`config.mk`:
```
export PLATFORM = sky130hd
export DESIGN_NAME = match_timer
export DESIGN_NICKNAME = d
export VERILOG_FILES = /design/src/rtl/tmr_pkg.sv /design/src/rtl/tmr_prescaler.sv /design/src/rtl/tmr_channel.sv /design/src/rtl/tmr_status.sv /design/src/rtl/match_timer.sv
export SDC_FILE = /design/constraint.sdc
export NUM_CORES = 1
export LEC_CHECK = 0
export ABC_AREA = 1
export CELL_PAD_IN_SITES_DETAIL_PLACEMENT = 2
export CELL_PAD_IN_SITES_GLOBAL_PLACEMENT = 2
export CORE_ASPECT_RATIO = 1.4
export CORE_UTILIZATION = 37
export CTS_BUF_LIST = sky130_fd_sc_hd__clkbuf_16
export DETAILED_ROUTE_END_ITERATION = 6
export MAX_ROUTING_LAYER = met4
export PLACE_DENSITY_LB_ADDON = 0.1
export SLEW_MARGIN = 20
export SYNTH_ARGS = -nofsm -noshare
export SYNTH_HDL_FRONTEND = slang
export SYNTH_SLANG_ARGS = --single-unit
```
`constraint.sdc`:
```
create_clock -name clk -period 3.3 [get_ports clk]
set_input_delay 0.495 -clock clk [delete_from_list [all_inputs] [get_ports clk]]
set_output_delay 0.495 -clock clk [all_outputs]
set_load 0.02 [all_outputs]
```
`src/rtl/tmr_pkg.sv`:
```
package tmr_pkg;
  localparam int CTRL_BASE  = 'h00;
  localparam int CMP_BASE   = 'h18;
  localparam int CNT_BASE   = 'h48;
  localparam int STAT_ADDR  = 'h60;
  localparam int ADDR_STEP  = 4;

  typedef struct packed {
    logic match_en;  // bit 2
    logic irq_en;    // bit 1
    logic run;       // bit 0
  } ctrl_bits_t;
endpackage

```
`src/rtl/tmr_prescaler.sv`:
```
module tmr_prescaler #(
  parameter int DIV_W = 16
) (
  input  logic             clk,
  input  logic             rst_n,
  input  logic             run,
  input  logic             restart,
  input  logic [DIV_W-1:0] div,
  output logic             tick
);
  logic [DIV_W-1:0] phase_q, phase_d;
  logic             wrap;

  assign wrap = (phase_q >= div);
  assign tick = run && !restart && wrap;

  always_comb begin
    if (!run || restart || wrap) phase_d = '0;
    else                         phase_d = phase_q + 1'b1;
  end

  always_ff @(posedge clk or negedge rst_n) begin
    if (!rst_n) phase_q <= '0;
    else        phase_q <= phase_d;
  end

  assert_phase_idle_R4: assert property (@(posedge clk) disable iff (!rst_n)
    (!run || restart) |=> (phase_q == '0));
endmodule

```
`src/rtl/tmr_channel.sv`:
```
module tmr_channel
  import tmr_pkg::*;
#(
  parameter int CNT_W = 32,
  parameter int DIV_W = 16
) (
  input  logic             clk,
  input  logic             rst_n,
  input  logic             ctrl_we,
  input  logic             cmp_we,
  input  logic             cnt_we,
  input  logic [CNT_W-1:0] wdata,
  output logic [CNT_W-1:0] ctrl_rd,
  output logic [CNT_W-1:0] cmp_q,
  output logic [CNT_W-1:0] cnt_q,
  output logic             irq_en,
  output logic             match_evt
);
  localparam int PAD_W = CNT_W - DIV_W - 3;

  ctrl_bits_t       ctrl_q, ctrl_d;
  logic [DIV_W-1:0] div_q, div_d;
  logic [CNT_W-1:0] cmp_d, cnt_d, cnt_inc;
  logic             tick;

  tmr_prescaler #(.DIV_W(DIV_W)) u_presc (
    .clk     (clk),
    .rst_n   (rst_n),
    .run     (ctrl_q.run),
    .restart (cnt_we),
    .div     (div_q),
    .tick    (tick)
  );

  assign cnt_inc = cnt_q + 1'b1;

  always_comb begin
    ctrl_d = ctrl_q;
    div_d  = div_q;
    if (ctrl_we) begin
      ctrl_d = ctrl_bits_t'(wdata[2:0]);
      div_d  = wdata[CNT_W-1 -: DIV_W];
    end
  end

  always_comb begin
    cmp_d = cmp_we ? wdata : cmp_q;
    if (cnt_we)    cnt_d = wdata;
    else if (tick) cnt_d = cnt_inc;
    else           cnt_d = cnt_q;
  end

  assign match_evt = ctrl_q.match_en && tick && !cnt_we && (cnt_inc == cmp_q);
  assign irq_en    = ctrl_q.irq_en;
  assign ctrl_rd   = {div_q, {PAD_W{1'b0}}, ctrl_q};

  always_ff @(posedge clk or negedge rst_n) begin
    if (!rst_n) begin
      ctrl_q <= '0;
      div_q  <= '0;
      cmp_q  <= '0;
      cnt_q  <= '0;
    end else begin
      ctrl_q <= ctrl_d;
      div_q  <= div_d;
      cmp_q  <= cmp_d;
      cnt_q  <= cnt_d;
    end
  end

  assert_hold_when_stopped_R3: assert property (@(posedge clk) disable iff (!rst_n)
    (!ctrl_q.run && !cnt_we) |=> $stable(cnt_q));
  assert_single_step_R3: assert property (@(posedge clk) disable iff (!rst_n)
    (tick && !cnt_we) |=> (cnt_q == CNT_W'($past(cnt_q) + 1'b1)));
  assert_load_wins_R5: assert property (@(posedge clk) disable iff (!rst_n)
    cnt_we |=> (cnt_q == $past(wdata)));
  assert_no_evt_on_load_R5: assert property (@(posedge clk) disable iff (!rst_n)
    cnt_we |-> !match_evt);
endmodule

```
`src/rtl/tmr_status.sv`:
```
module tmr_status #(
  parameter int NUM_CH = 2
) (
  input  logic              clk,
  input  logic              rst_n,
  input  logic [NUM_CH-1:0] evt,
  input  logic [NUM_CH-1:0] clr,
  output logic [NUM_CH-1:0] status
);
  logic [NUM_CH-1:0] status_d;

  assign status_d = (status & ~clr) | evt;

  always_ff @(posedge clk or negedge rst_n) begin
    if (!rst_n) status <= '0;
    else        status <= status_d;
  end

  for (genvar n = 0; n < NUM_CH; n++) begin : g_chk
    assert_set_wins_R9: assert property (@(posedge clk) disable iff (!rst_n)
      evt[n] |=> status[n]);
    assert_w1c_R8: assert property (@(posedge clk) disable iff (!rst_n)
      (clr[n] && !evt[n]) |=> !status[n]);
    assert_sticky_R8: assert property (@(posedge clk) disable iff (!rst_n)
      (!clr[n] && !evt[n]) |=> $stable(status[n]));
  end
endmodule

```
`src/rtl/match_timer.sv`:
```
module match_timer
  import tmr_pkg::*;
#(
  parameter int NUM_CH = 2,
  parameter int DATA_W = 32,
  parameter int DIV_W  = 16,
  parameter int ADDR_W = 8
) (
  input  logic              clk,
  input  logic              rst_n,
  input  logic [ADDR_W-1:0] bus_addr,
  input  logic              bus_we,
  input  logic [DATA_W-1:0] bus_wdata,
  output logic [DATA_W-1:0] bus_rdata,
  output logic [NUM_CH-1:0] irq
);
  localparam logic [ADDR_W-1:0] STAT_A = ADDR_W'(STAT_ADDR);

  logic [DATA_W-1:0] ctrl_rd [NUM_CH];
  logic [DATA_W-1:0] cmp_rd  [NUM_CH];
  logic [DATA_W-1:0] cnt_rd  [NUM_CH];
  logic [NUM_CH-1:0] ctrl_hit, cmp_hit, cnt_hit, irq_en, evt, clr, status;

  for (genvar n = 0; n < NUM_CH; n++) begin : g_ch
    localparam logic [ADDR_W-1:0] CTRL_A = ADDR_W'(CTRL_BASE + ADDR_STEP * n);
    localparam logic [ADDR_W-1:0] CMP_A  = ADDR_W'(CMP_BASE  + ADDR_STEP * n);
    localparam logic [ADDR_W-1:0] CNT_A  = ADDR_W'(CNT_BASE  + ADDR_STEP * n);

    assign ctrl_hit[n] = (bus_addr == CTRL_A);
    assign cmp_hit[n]  = (bus_addr == CMP_A);
    assign cnt_hit[n]  = (bus_addr == CNT_A);

    tmr_channel #(.CNT_W(DATA_W), .DIV_W(DIV_W)) u_ch (
      .clk       (clk),
      .rst_n     (rst_n),
      .ctrl_we   (bus_we && ctrl_hit[n]),
      .cmp_we    (bus_we && cmp_hit[n]),
      .cnt_we    (bus_we && cnt_hit[n]),
      .wdata     (bus_wdata),
      .ctrl_rd   (ctrl_rd[n]),
      .cmp_q     (cmp_rd[n]),
      .cnt_q     (cnt_rd[n]),
      .irq_en    (irq_en[n]),
      .match_evt (evt[n])
    );

    assign irq[n] = status[n] && irq_en[n];

    assert_irq_gate_R7: assert property (@(posedge clk) disable iff (!rst_n)
      (bus_we && ctrl_hit[n] && !bus_wdata[1]) |=> !irq[n]);
  end

  assign clr = (bus_we && bus_addr == STAT_A) ? bus_wdata[NUM_CH-1:0] : '0;

  tmr_status #(.NUM_CH(NUM_CH)) u_status (
    .clk    (clk),
    .rst_n  (rst_n),
    .evt    (evt),
    .clr    (clr),
    .status (status)
  );

  always_comb begin
    bus_rdata = '0;
    if (bus_addr == STAT_A) bus_rdata = DATA_W'(status);
    for (int n = 0; n < NUM_CH; n++) begin
      if (ctrl_hit[n]) bus_rdata = ctrl_rd[n];
      if (cmp_hit[n])  bus_rdata = cmp_rd[n];
      if (cnt_hit[n])  bus_rdata = cnt_rd[n];
    end
  end
endmodule

```
==> metrics.txt, run 1 <==
Inserted Clock Buffers 17; Max Cap Viol 0; CTS tree done; crit path cell chain clkdlybuf4s50_1 -> nor2_1 -> inv_1 -> buf_4 -> nor3_2 -> buf_4 -> nand2_2 -> inv_1 -> buf_4 -> nand2_1 -> o2111ai_1 -> dlygate4sd2_1; main flop type after synthesis dfrtp_1; Layout Nets approximately 2200; final hold violation count 0; Final setup viols 0; remaining global-route overflow 0; Antenna Cells 0; crit path DAT between 2000 and 3000 ps; async set or reset register ratio after synthesis between 90% and 100%; Setup CP Type input pin to primary output; worst-path fanout max 8; Buffers on Ports 76; DRT Wirelength approximately 60000 um; commonest non-fill, non-tap cells in the layout nand2_1 (674), inv_1 (250), o21ai_0 (236); root buf cell clkbuf_16; critical path capture point type primary output; GP Congestion roughly 0.91; core area 35800 um^2; first-pass GRT wire length 93700 um; fin crit period ~3200 ps; Final HPWL DP 49000 um; post-synth net total ~2100; EDFF count, synth 0; GRT Util Overall approximately a third; switching portion of total power between 40% and 50%; ratio of cells with drive above 1 in the final layout about 7.5%; Initial DRT Pass Iterations 5; Post-Layout Cell Count ~2600; Clock Power Share between 20% and 30%; die area around 37000 um^2; clk_lat worst skew around 480 ps; via count 14500; Lkg Pwr slightly above 7 nW; clk_skew approximately 17 ps; Seq/Total Area, Yosys 37.3%; Synth Warn # 0; area of the mapped netlist approximately 13000 um^2; PwrDens just under 600 nW/um^2; Sw Pwr 0.00412 W; Slowest Stage Delay on Critical Path about 400 ps; ANT nets after route 0; CP dominant cell by count buf_4; area of the multi-input gates approximately 7200 um^2; initial antenna violation count 0; Initial Util 37.5%; Netlist cell types 44; #FFs+latches synth 200; dpl cells around 2600; period utilisation layout 96.5%; Slew @ Worst Pin ~860 ps; clock slew at reported path FFs ~80 ps; combinational fraction of design power 35.9%; crit path setup slack, layout between 100 and 150 ps; top cells by area, synth dfrtp_1 (37%), nand2_1 (19%), o21ai_0 (8.8%), inv_1 (7.0%), nand3_1 (5.6%); internal power ~0.005 W; critical path required time approximately 2800 ps; number of global-route vias before repair approximately 16000; Area Growth Syn to Fin 16.4%; Fill cells 4371; Reg area about 5000 um^2; RSZ-0062 raised after global routing no; Post-CTS Hold Buffers 0; Slowest-stage cell, CP clkdlybuf4s50_1; die width about 160 um; drt wl/cell about 24 um; fin. max-slew vios 0; Peak supply drop roughly 0.33 mV; normalized max-slew margin a little over two fifths; DRC viols 0; H-tree Lvls 4; largest net degree at the start of global routing 95; starting DRC count in detailed routing between 600 and 700; power share of the sequential group roughly two fifths; FP Rows 82; die height 227 um; CTS Sinks 200; maximum clock rate roughly 0.31 GHz; Hold WC Path Type input pin to async pin; status finished clean; Synth top area share 37.3%; clock buffer depth 2; commonest non-fill, non-tap cell in the layout nand2_1; Vias per Instance roughly 5.6; Ports 77; CP Launch Type input pin; post-synth top area cell dfrtp_1; Post-Syn Instances 2012; Setup WS pre-CTS -287 ps; Mean Syn Cell Area around 6.7 um^2
state kept, by name, indices dropped and copies added, names as in the netlist:
register / count
g_ch.u_ch.cmp_q: 64
g_ch.u_ch.ctrl_rd: 4
g_ch.u_ch.u_presc.phase_q: 32
g_ch.u_ch.div_q: 32
u_status.status: 2
g_ch.u_ch.irq_en: 2
g_ch.u_ch.cnt_q: 64
power by group through the flow:
| stage | sequential (W) | clock, W | combinational, W |
|---|---|---|---|
| after floorplan | 0.00336 | 0 | 0.00219 |
| after global placement | 0.00372 | 0 | 0.00298 |
| after detailed placement | 0.00374 | 0 | 0.00321 |
| after CTS | 0.00370 | 0.00211 | 0.00327 |
| after global routing | 0.00376 | 0.00220 | 0.00366 |
| final | 0.00372 | 0.00209 | 0.00325 |
final cells by class:
class	instances	area share, %
clock buffer	17	2.72
clock inverter	12	0.672
inverter	260	6.25
multi-input combinational	1493	46.1
sequential	200	32.0
tap	462	3.70
timing repair buffer	140	8.50
synth_stat cells (2+ instances only):
master	instances
nor3b_1	8
dfrtp_1	200
o211ai_1	14
o2111ai_1	14
o221ai_1	4
nand2_4	4
nand3_1	150
inv_2	8
nor4_1	4
buf_4	2
nor2_2	12
inv_1	251
buf_1	2
a21oi_1	39
clkbuf_1	44
o21ai_0	236
or2_2	2
nand3_2	2
xnor2_1	4
nand4_1	10
xor2_1	10
o21ai_2	2
o22ai_1	14
nand2_2	14
buf_2	10
ha_1	36
nand2_1	674
nor2_1	159
a221oi_1	10
and2_1	5
o21ai_1	23
nor2_4	8
nor3_1	17
nand3b_1	9
nor2_8	2
path summary, 6_finish.rpt:
path                                       startpoint                               to  slack [ps]  cells past startpoint
worst max-delay path                      bus_addr[1]                    bus_rdata[12]         120                     12
worst min-delay path                            rst_n  g_ch[1].u_ch.u_presc.phase_q[2]          90                      1
worst max register to register  g_ch[0].u_ch.cnt_q[0]               u_status.status[0]         530                     17
worst min register to register  g_ch[0].u_ch.div_q[1]            g_ch[0].u_ch.div_q[1]         490                      2
max in group asynchronous                       rst_n           g_ch[0].u_ch.cmp_q[18]        2320                      2
min in group clk                g_ch[0].u_ch.div_q[1]            g_ch[0].u_ch.div_q[1]         490                      2
routing by layer:
| metal | share of wire (%) | track usage (%) | wire length [um] |
|---|---|---|---|
| met2 | 52 | 63.1 | 32100 |
| met3 | 2.4 | 3.21 | 1500 |
| met4 | 7.6 | 24.4 | 4680 |
| met1 | 38 | 36.4 | 23500 |
| met5 | 0 | - | 0 |
logic make-up (layout without fill, tap and decap cells):
family	after synthesis	count (layout)	synth area share [%]
buffers and inverters	319	429	9.12
and+or+nand+nor	1082	1082	34.3
DFF	200	200	37.3
xor gates and xnor gates	16	16	1.26
AOI/OAI and AO/OA	359	359	14.7
adders and majority gates	36	36	3.36
stage by stage:
stage	total power, W	cell area, um^2	hold WS [ps]	util (%)	TNS [ps]
2_1_floorplan	0.00555	13400	199	-	0
3_3_place_gp	0.00670	15100	465	42.3	-1700
3_5_place_dp	0.00694	15100	473	42.3	-4630
4_1_cts	0.00908	15600	115	43.7	0
5_1_grt	0.00962	15600	137	43.7	0
6_report	0.00905	15600	89.9	43.7	0
repair_timing:
item | in CTS | in global routing
buffers inserted | 0 | 0
gates resized for setup | 36 | 11
setup endpoints to repair | 32 | 16
pin swaps | 0 | 0
cloned | 0 | 0
critical path: cells and delay by family:
family | cells | cell delay [ps]
compound gates | 1 | 130
buf+inv | 7 | 1540
simple gates | 4 | 510
Note: power is estimated with default switching activity, not from simulation.
==> run 2: changes to the inputs <==
- CORE_MARGIN: unset -> 10
==> run 2 against run 1 <==
Worst setup slack got worse by 8.5 ps. Wire length rose by 1.6%. Critical endpoint is now bus_rdata[26]. Hold slack improved by 400 ps. Combinational power barely moved. Clock power rose by 6%. Register-to-register slack got worse by 60 ps. Fmax fell by 0.27%. Utilization barely moved. Cell area barely moved. First-iteration DRC count rose by 19%. Sequential share of layout area barely moved. Highest routed layer unchanged.
==> metrics.txt, run 2 (synthesis gave the netlist of run 1 again) <==
status finished clean (unchanged); period utilisation layout 96.7% (was 96.5%); CTS tree done (unchanged); Max Cap Viol 0 (unchanged); clk_lat worst skew 470 ps (was 480 ps); die width 181 um (was 163 um); CP Launch Type input pin (unchanged); R2R depth 13 (was 17); crit path cell chain clkdlybuf4s50_1 -> inv_1 -> nand2_1 -> inv_2 -> nand2_2 -> inv_2 -> nand2_4 -> inv_1 -> buf_4 -> a221oi_1 -> o2111ai_1 -> dlygate4sd2_1 (was clkdlybuf4s50_1 -> nor2_1 -> inv_1 -> buf_4 -> nor3_2 -> buf_4 -> nand2_2 -> inv_1 -> buf_4 -> nand2_1 -> o2111ai_1 -> dlygate4sd2_1); commonest non-fill, non-tap cells in the layout nand2_1 (674), inv_1 (253), o21ai_0 (236) (was nand2_1 (674), inv_1 (250), o21ai_0 (236)); PwrDens 586 nW/um^2 (was 579 nW/um^2); remaining global-route overflow 0 (unchanged); crit path setup slack, layout 108 ps (was 116 ps); final hold violation count 0 (unchanged); setup TNS 0 ps (unchanged); Slew @ Worst Pin 693 ps (was 858 ps); commonest non-fill, non-tap cell in the layout nand2_1 (unchanged); largest net degree at the start of global routing 81 (was 95); core area 35800 um^2 (unchanged); via count 14500 (about the same); worst-path fanout max 6 (was 8); Peak supply drop 0.311 mV (was 0.329 mV); maximum clock rate 0.313 GHz (was 0.314 GHz); Final HPWL DP 49400 um (was 49000 um); CTS Sinks 200 (unchanged); Area Growth Syn to Fin 16.6% (was 16.4%); Core Util, Final 43.7% (about the same); starting DRC count in detailed routing 812 (was 680); reg2reg end g_ch[1].u_ch.cnt_q[11] (was u_status.status[0]); Ports 77 (unchanged); DRT Wirelength 62800 um (was 61800 um); first-pass GRT wire length 96100 um (was 93700 um); die area 44400 um^2 (was 37100 um^2); fin. max-slew vios 0 (unchanged); ANT nets after route 0 (unchanged); Initial Util 37.5% (unchanged); GP Congestion 0.948 (was 0.908); Hold WC Path Type flip-flop to flip-flop (was input pin to async pin); critical path required time 2800 ps (about the same); Antenna Cells 0 (unchanged); worst r2r src g_ch[1].u_ch.div_q[1] (was g_ch[0].u_ch.cnt_q[0]); Clock Power Share 24.2% (was 23.1%); switching portion of total power 45.2% (was 45.5%); internal power 0.00503 W (was 0.00494 W); Vias per Instance 5.60 (was 5.61); Initial DRT Pass Iterations 4 (was 5); biggest regs g_ch.u_ch.cmp_q (64), g_ch.u_ch.cnt_q (64) (unchanged); fin crit period 3190 ps (was 3180 ps); Buffers on Ports 76 (unchanged); H-tree Lvls 4 (unchanged); clock slew at reported path FFs 80 ps (about the same); Setup CP Type input pin to primary output (unchanged); Lkg Pwr 7.29 nW (was 7.28 nW); combinational fraction of design power 35.2% (was 35.9%); number of global-route vias before repair 16200 (was 16000); capture point of the worst path bus_rdata[26] (was bus_rdata[12]); Slowest Stage Delay on Critical Path 520 ps (was 400 ps); Slowest-stage cell, CP clkdlybuf4s50_1 (unchanged); Setup WS pre-CTS -363 ps (was -287 ps); Layout Nets 2191 (unchanged); power share of the sequential group 40.6% (was 41.0%); FP Rows 82 (unchanged); RSZ-0062 raised after global routing no (unchanged); worst hold slack 488 ps (was 89.9 ps); crit path DAT 2700 ps (was 2690 ps); DRC viols 0 (unchanged); drt wl/cell 24.3 um (was 23.9 um); Crit. Startpoint bus_addr[7] (was bus_addr[1]); Sw Pwr 0.00415 W (was 0.00412 W); Inserted Clock Buffers 17 (unchanged); normalized max-slew margin 53.8% (was 42.8%); Worst R2R Setup Slack 470 ps (was 530 ps); critical path capture point type primary output (unchanged); die height 245 um (was 227 um); root buf cell clkbuf_16 (unchanged); ratio of cells with drive above 1 in the final layout 7.20% (was 7.49%); GRT Util Overall 28.9% (was 35.3%); initial antenna violation count 0 (unchanged); Final setup viols 0 (unchanged); clock buffer depth 2 (unchanged); clk_skew 10.9 ps (was 17.1 ps)
-- run 2: what timing repair did --
item	4_1_cts	5_1_grt
hold buffers	1	0
setup buffers	1	0
gates resized for setup	34	3
endpoints found under the hold margin	53	0
endpoints found under the setup margin	32	2
pin swaps	1	1
-- run 2: metrics by stage --
stage          area, um^2  cells  total power, W
2_1_floorplan       13400   2012         0.00555
3_3_place_gp        15100   2553         0.00671
3_5_place_dp        15100   2553         0.00693
4_1_cts             15600   2587         0.00919
5_1_grt             15600   2587         0.00980
6_report            15600   2587         0.00917
-- run 2: layout make-up --
type | count | area (um^2)
inverter | 260 | 980
sequential | 200 | 5000
clock inverter | 15 | 154
clock buffer | 17 | 425
fill | 4437 | 20200
timing repair buffer | 140 | 1300
tap | 462 | 578
multi-input combinational | 1493 | 7210
-- run 2: layer usage --
metal | vias up | wire [um] | track usage [%]
li1 | 6680 | - | -
met1 | 7358 | 24000 | 29.6
met2 | 309 | 32700 | 52.0
met3 | 148 | 1660 | 3.14
met4 | 0 | 4320 | 17.9
met5 | - | 0 | -
-- run 2: power by group through the flow --
stage	clock, W	sequential (W)	combinational (W)
2_1_floorplan	0	0.00336	0.00219
3_3_place_gp	0	0.00373	0.00298
3_5_place_dp	0	0.00375	0.00318
4_1_cts	0.00225	0.00371	0.00324
5_1_grt	0.00234	0.00378	0.00368
6_report	0.00222	0.00372	0.00323
-- run 2: how the worst min path moves through the flow --
stage                            from                              end  cells after the start
3_3_place_gp    g_ch[0].u_ch.div_q[4]            g_ch[0].u_ch.div_q[4]                      2
4_1_cts        g_ch[0].u_ch.div_q[12]           g_ch[0].u_ch.div_q[12]                      2
3_5_place_dp                    rst_n  g_ch[1].u_ch.u_presc.phase_q[4]                      1
6_report       g_ch[0].u_ch.div_q[12]           g_ch[0].u_ch.div_q[12]                      2
5_1_grt         g_ch[0].u_ch.div_q[8]            g_ch[0].u_ch.div_q[8]                      2
2_1_floorplan                   rst_n            g_ch[0].u_ch.cmp_q[0]                      0
-- run 2: critical path, delay by kind of cell --
kind                   cells  cell delay [ps]
buffers and inverters      7             1370
AOI/OAI and AO/OA          2              570
and+or+nand+nor            3              250
==> run 3: changes to the inputs <==
- ABC_CLOCK_PERIOD_IN_PS: unset -> 3300
- SKIP_CTS_REPAIR_TIMING: unset -> 1
==> run 3 against run 2 <==
First-iteration DRC count grew 6.2%. Critical path depth grew 1. Die area is the same. Largest cell class unchanged. Total power is essentially flat. Critical endpoint is now bus_rdata[16]. Critical path type unchanged. Via count is essentially flat. Global-route usage is essentially flat. Utilization grew 0.31 points.
==> metrics.txt, run 3 (synthesis gave the netlist of run 1 again) <==
status finished clean (unchanged); Final HPWL DP 49400 um (unchanged); die width 181 um (unchanged); clock buffer depth 2 (unchanged); GRT Util Overall 28.9% (about the same); first-pass GRT wire length 96100 um (about the same); hold path startpoint g_ch[0].u_ch.div_q[12] (unchanged); crit path DAT 2630 ps (was 2700 ps); number of global-route vias before repair 16200 (about the same); R2R depth 13 (unchanged); normalized max-slew margin 54.4% (was 53.8%); worst hold slack 488 ps (about the same); Final setup viols 0 (unchanged); Peak supply drop 0.311 mV (about the same); internal power 0.00503 W (about the same); root buf cell clkbuf_16 (unchanged); GRT Max-Usage Layer met2 (unchanged); total chip power 0.00917 W (about the same); drt wl/cell 24.3 um (about the same); H-tree Lvls 4 (unchanged); WHS Path Cells 2 (unchanged); power share of the sequential group 40.6% (about the same); biggest regs g_ch.u_ch.cmp_q (64), g_ch.u_ch.cnt_q (64) (unchanged); met1 usage 29.6% (about the same); Vias per Instance 5.61 (was 5.60); FP Rows 82 (unchanged); Max Cap Viol 0 (unchanged); WHS Endpoint g_ch[0].u_ch.div_q[12] (unchanged); DRC viols 0 (unchanged); area post-placement 15100 um^2 (unchanged); Hold WC Path Type flip-flop to flip-flop (unchanged); ANT nets after route 0 (unchanged); Worst R2R Setup Slack 460 ps (was 470 ps); Core Util, Final 44.0% (was 43.7%); clk_lat worst skew 470 ps (about the same); RSZ-0062 raised after global routing no (unchanged); dpl cells 2553 (unchanged); design area 15800 um^2 (was 15600 um^2); DRT Wirelength 62700 um (was 62800 um); met2 Track Usage GR 52.0% (about the same); core area 35800 um^2 (unchanged); ratio of cells with drive above 1 in the final layout 7.16% (was 7.20%); CP Launch Type input pin (unchanged); Area Growth Syn to Fin 17.4% (was 16.6%); Ports 77 (unchanged); commonest non-fill, non-tap cells in the layout nand2_1 (673), inv_1 (253), o21ai_0 (236) (was nand2_1 (674), inv_1 (253), o21ai_0 (236)); Fill cells 4394 (was 4437); Lkg Pwr 7.73 nW (was 7.29 nW); via count 14500 (about the same); critical path capture point type primary output (unchanged); CTS Sinks 200 (unchanged); PwrDens 582 nW/um^2 (was 586 nW/um^2); clk_skew 12.0 ps (was 10.9 ps); Initial Util 37.5% (unchanged); met3 Use GR 3.12% (was 3.14%); clock slew at reported path FFs 80 ps (about the same); fin crit period 3130 ps (was 3190 ps); Sw Pwr 0.00415 W (about the same); largest net degree at the start of global routing 81 (unchanged); maximum clock rate 0.320 GHz (was 0.313 GHz); initial antenna violation count 0 (unchanged); switching portion of total power 45.2% (about the same); combinational fraction of design power 35.2% (about the same); Setup CP Type input pin to primary output (unchanged); critical path required time 2800 ps (about the same); fin. max-slew vios 0 (unchanged); Layout Nets 2190 (was 2191); remaining global-route overflow 0 (unchanged); commonest non-fill, non-tap cell in the layout nand2_1 (unchanged); Slew @ Worst Pin 684 ps (was 693 ps); worst r2r src g_ch[1].u_ch.div_q[1] (unchanged); Clock Power Share 24.2% (about the same); Buffers on Ports 76 (unchanged); die height 245 um (unchanged); CTS tree done (unchanged); GP Congestion 0.948 (unchanged); period utilisation layout 94.8% (was 96.7%); worst-path fanout max 9 (was 6); die area 44400 um^2 (unchanged); reg2reg end g_ch[1].u_ch.cnt_q[20] (was g_ch[1].u_ch.cnt_q[11]); Initial DRT Pass Iterations 5 (was 4); starting DRC count in detailed routing 862 (was 812); final hold violation count 0 (unchanged); Antenna Cells 0 (unchanged); Inserted Clock Buffers 17 (unchanged); Post-Layout Cell Count 2586 (was 2587)
run 3: cell types whose count changed in the layout (fill, tap and decap cells not counted):
| cell | delta |
|---|---|
| inv_4 | +1 |
| clkdlybuf4s15_1 | -1 |
| inv_2 | -1 |
| dlygate4sd2_1 | -31 |
| a221oi_2 | -1 |
| nand2_1 | -1 |
| dlymetal6s2s_1 | +32 |
| nand2_2 | +1 |
| buf_4 | -1 |
| a221oi_1 | +1 |
run 3: final cells by class:
class	count	area (um^2)	area share (%)
clock buffers	17	425	2.70
clock inverters	15	154	0.977
inverters	260	982	6.23
multi-input cells	1493	7200	45.7
flip-flops and latches	200	5000	31.8
well taps	462	578	3.67
repair buffers	139	1410	8.94
run 3: through the flow:
step                      setup slack [ps]  TNS [ps]
final                                  170         0
after CTS                             -388     -8170
after detailed placement              -363     -8900
after global routing                  98.2         0
after global placement                -191     -2920
after floorplan                       1000         0
run 3: routing by layer:
metal,part of all wire [%],wire (um)
met3,2.8,1740
met5,0,0
met2,52,32800
met4,7.0,4370
met1,38,23900
run 3: worst max-delay path: stages:
cell             delay (ps)
clkdlybuf4s50_1         520
inv_1                    70
nand2_1                 100
inv_2                    60
nand2_2                  70
inv_2                    50
nand2_4                  90
inv_1                    90
buf_4                   190
a221oi_1                290
o2111ai_1               210
buf_4                   190
dlymetal6s2s_1          200
run 3: worst max path at each step:
| stage | start | slack (ps) | end | depth (start not counted) |
|---|---|---|---|---|
| 3_5_place_dp | bus_addr[4] | -360 | bus_rdata[30] | 10 |
| 3_3_place_gp | bus_addr[4] | -190 | bus_rdata[14] | 9 |
| 5_1_grt | bus_addr[1] | 100 | bus_rdata[0] | 12 |
| 4_1_cts | bus_addr[4] | -390 | bus_rdata[30] | 10 |
| 2_1_floorplan | bus_addr[1] | 1000 | bus_rdata[14] | 8 |
| 6_report | bus_addr[7] | 170 | bus_rdata[16] | 13 |
run 3: power by group through the flow:
stage	sequential, W	combinational (W)	clock [W]
after global placement	0.00373	0.00298	0
after floorplan	0.00336	0.00219	0
after CTS	0.00371	0.00324	0.00225
after global routing	0.00378	0.00369	0.00233
after detailed placement	0.00375	0.00318	0
final	0.00373	0.00323	0.00222
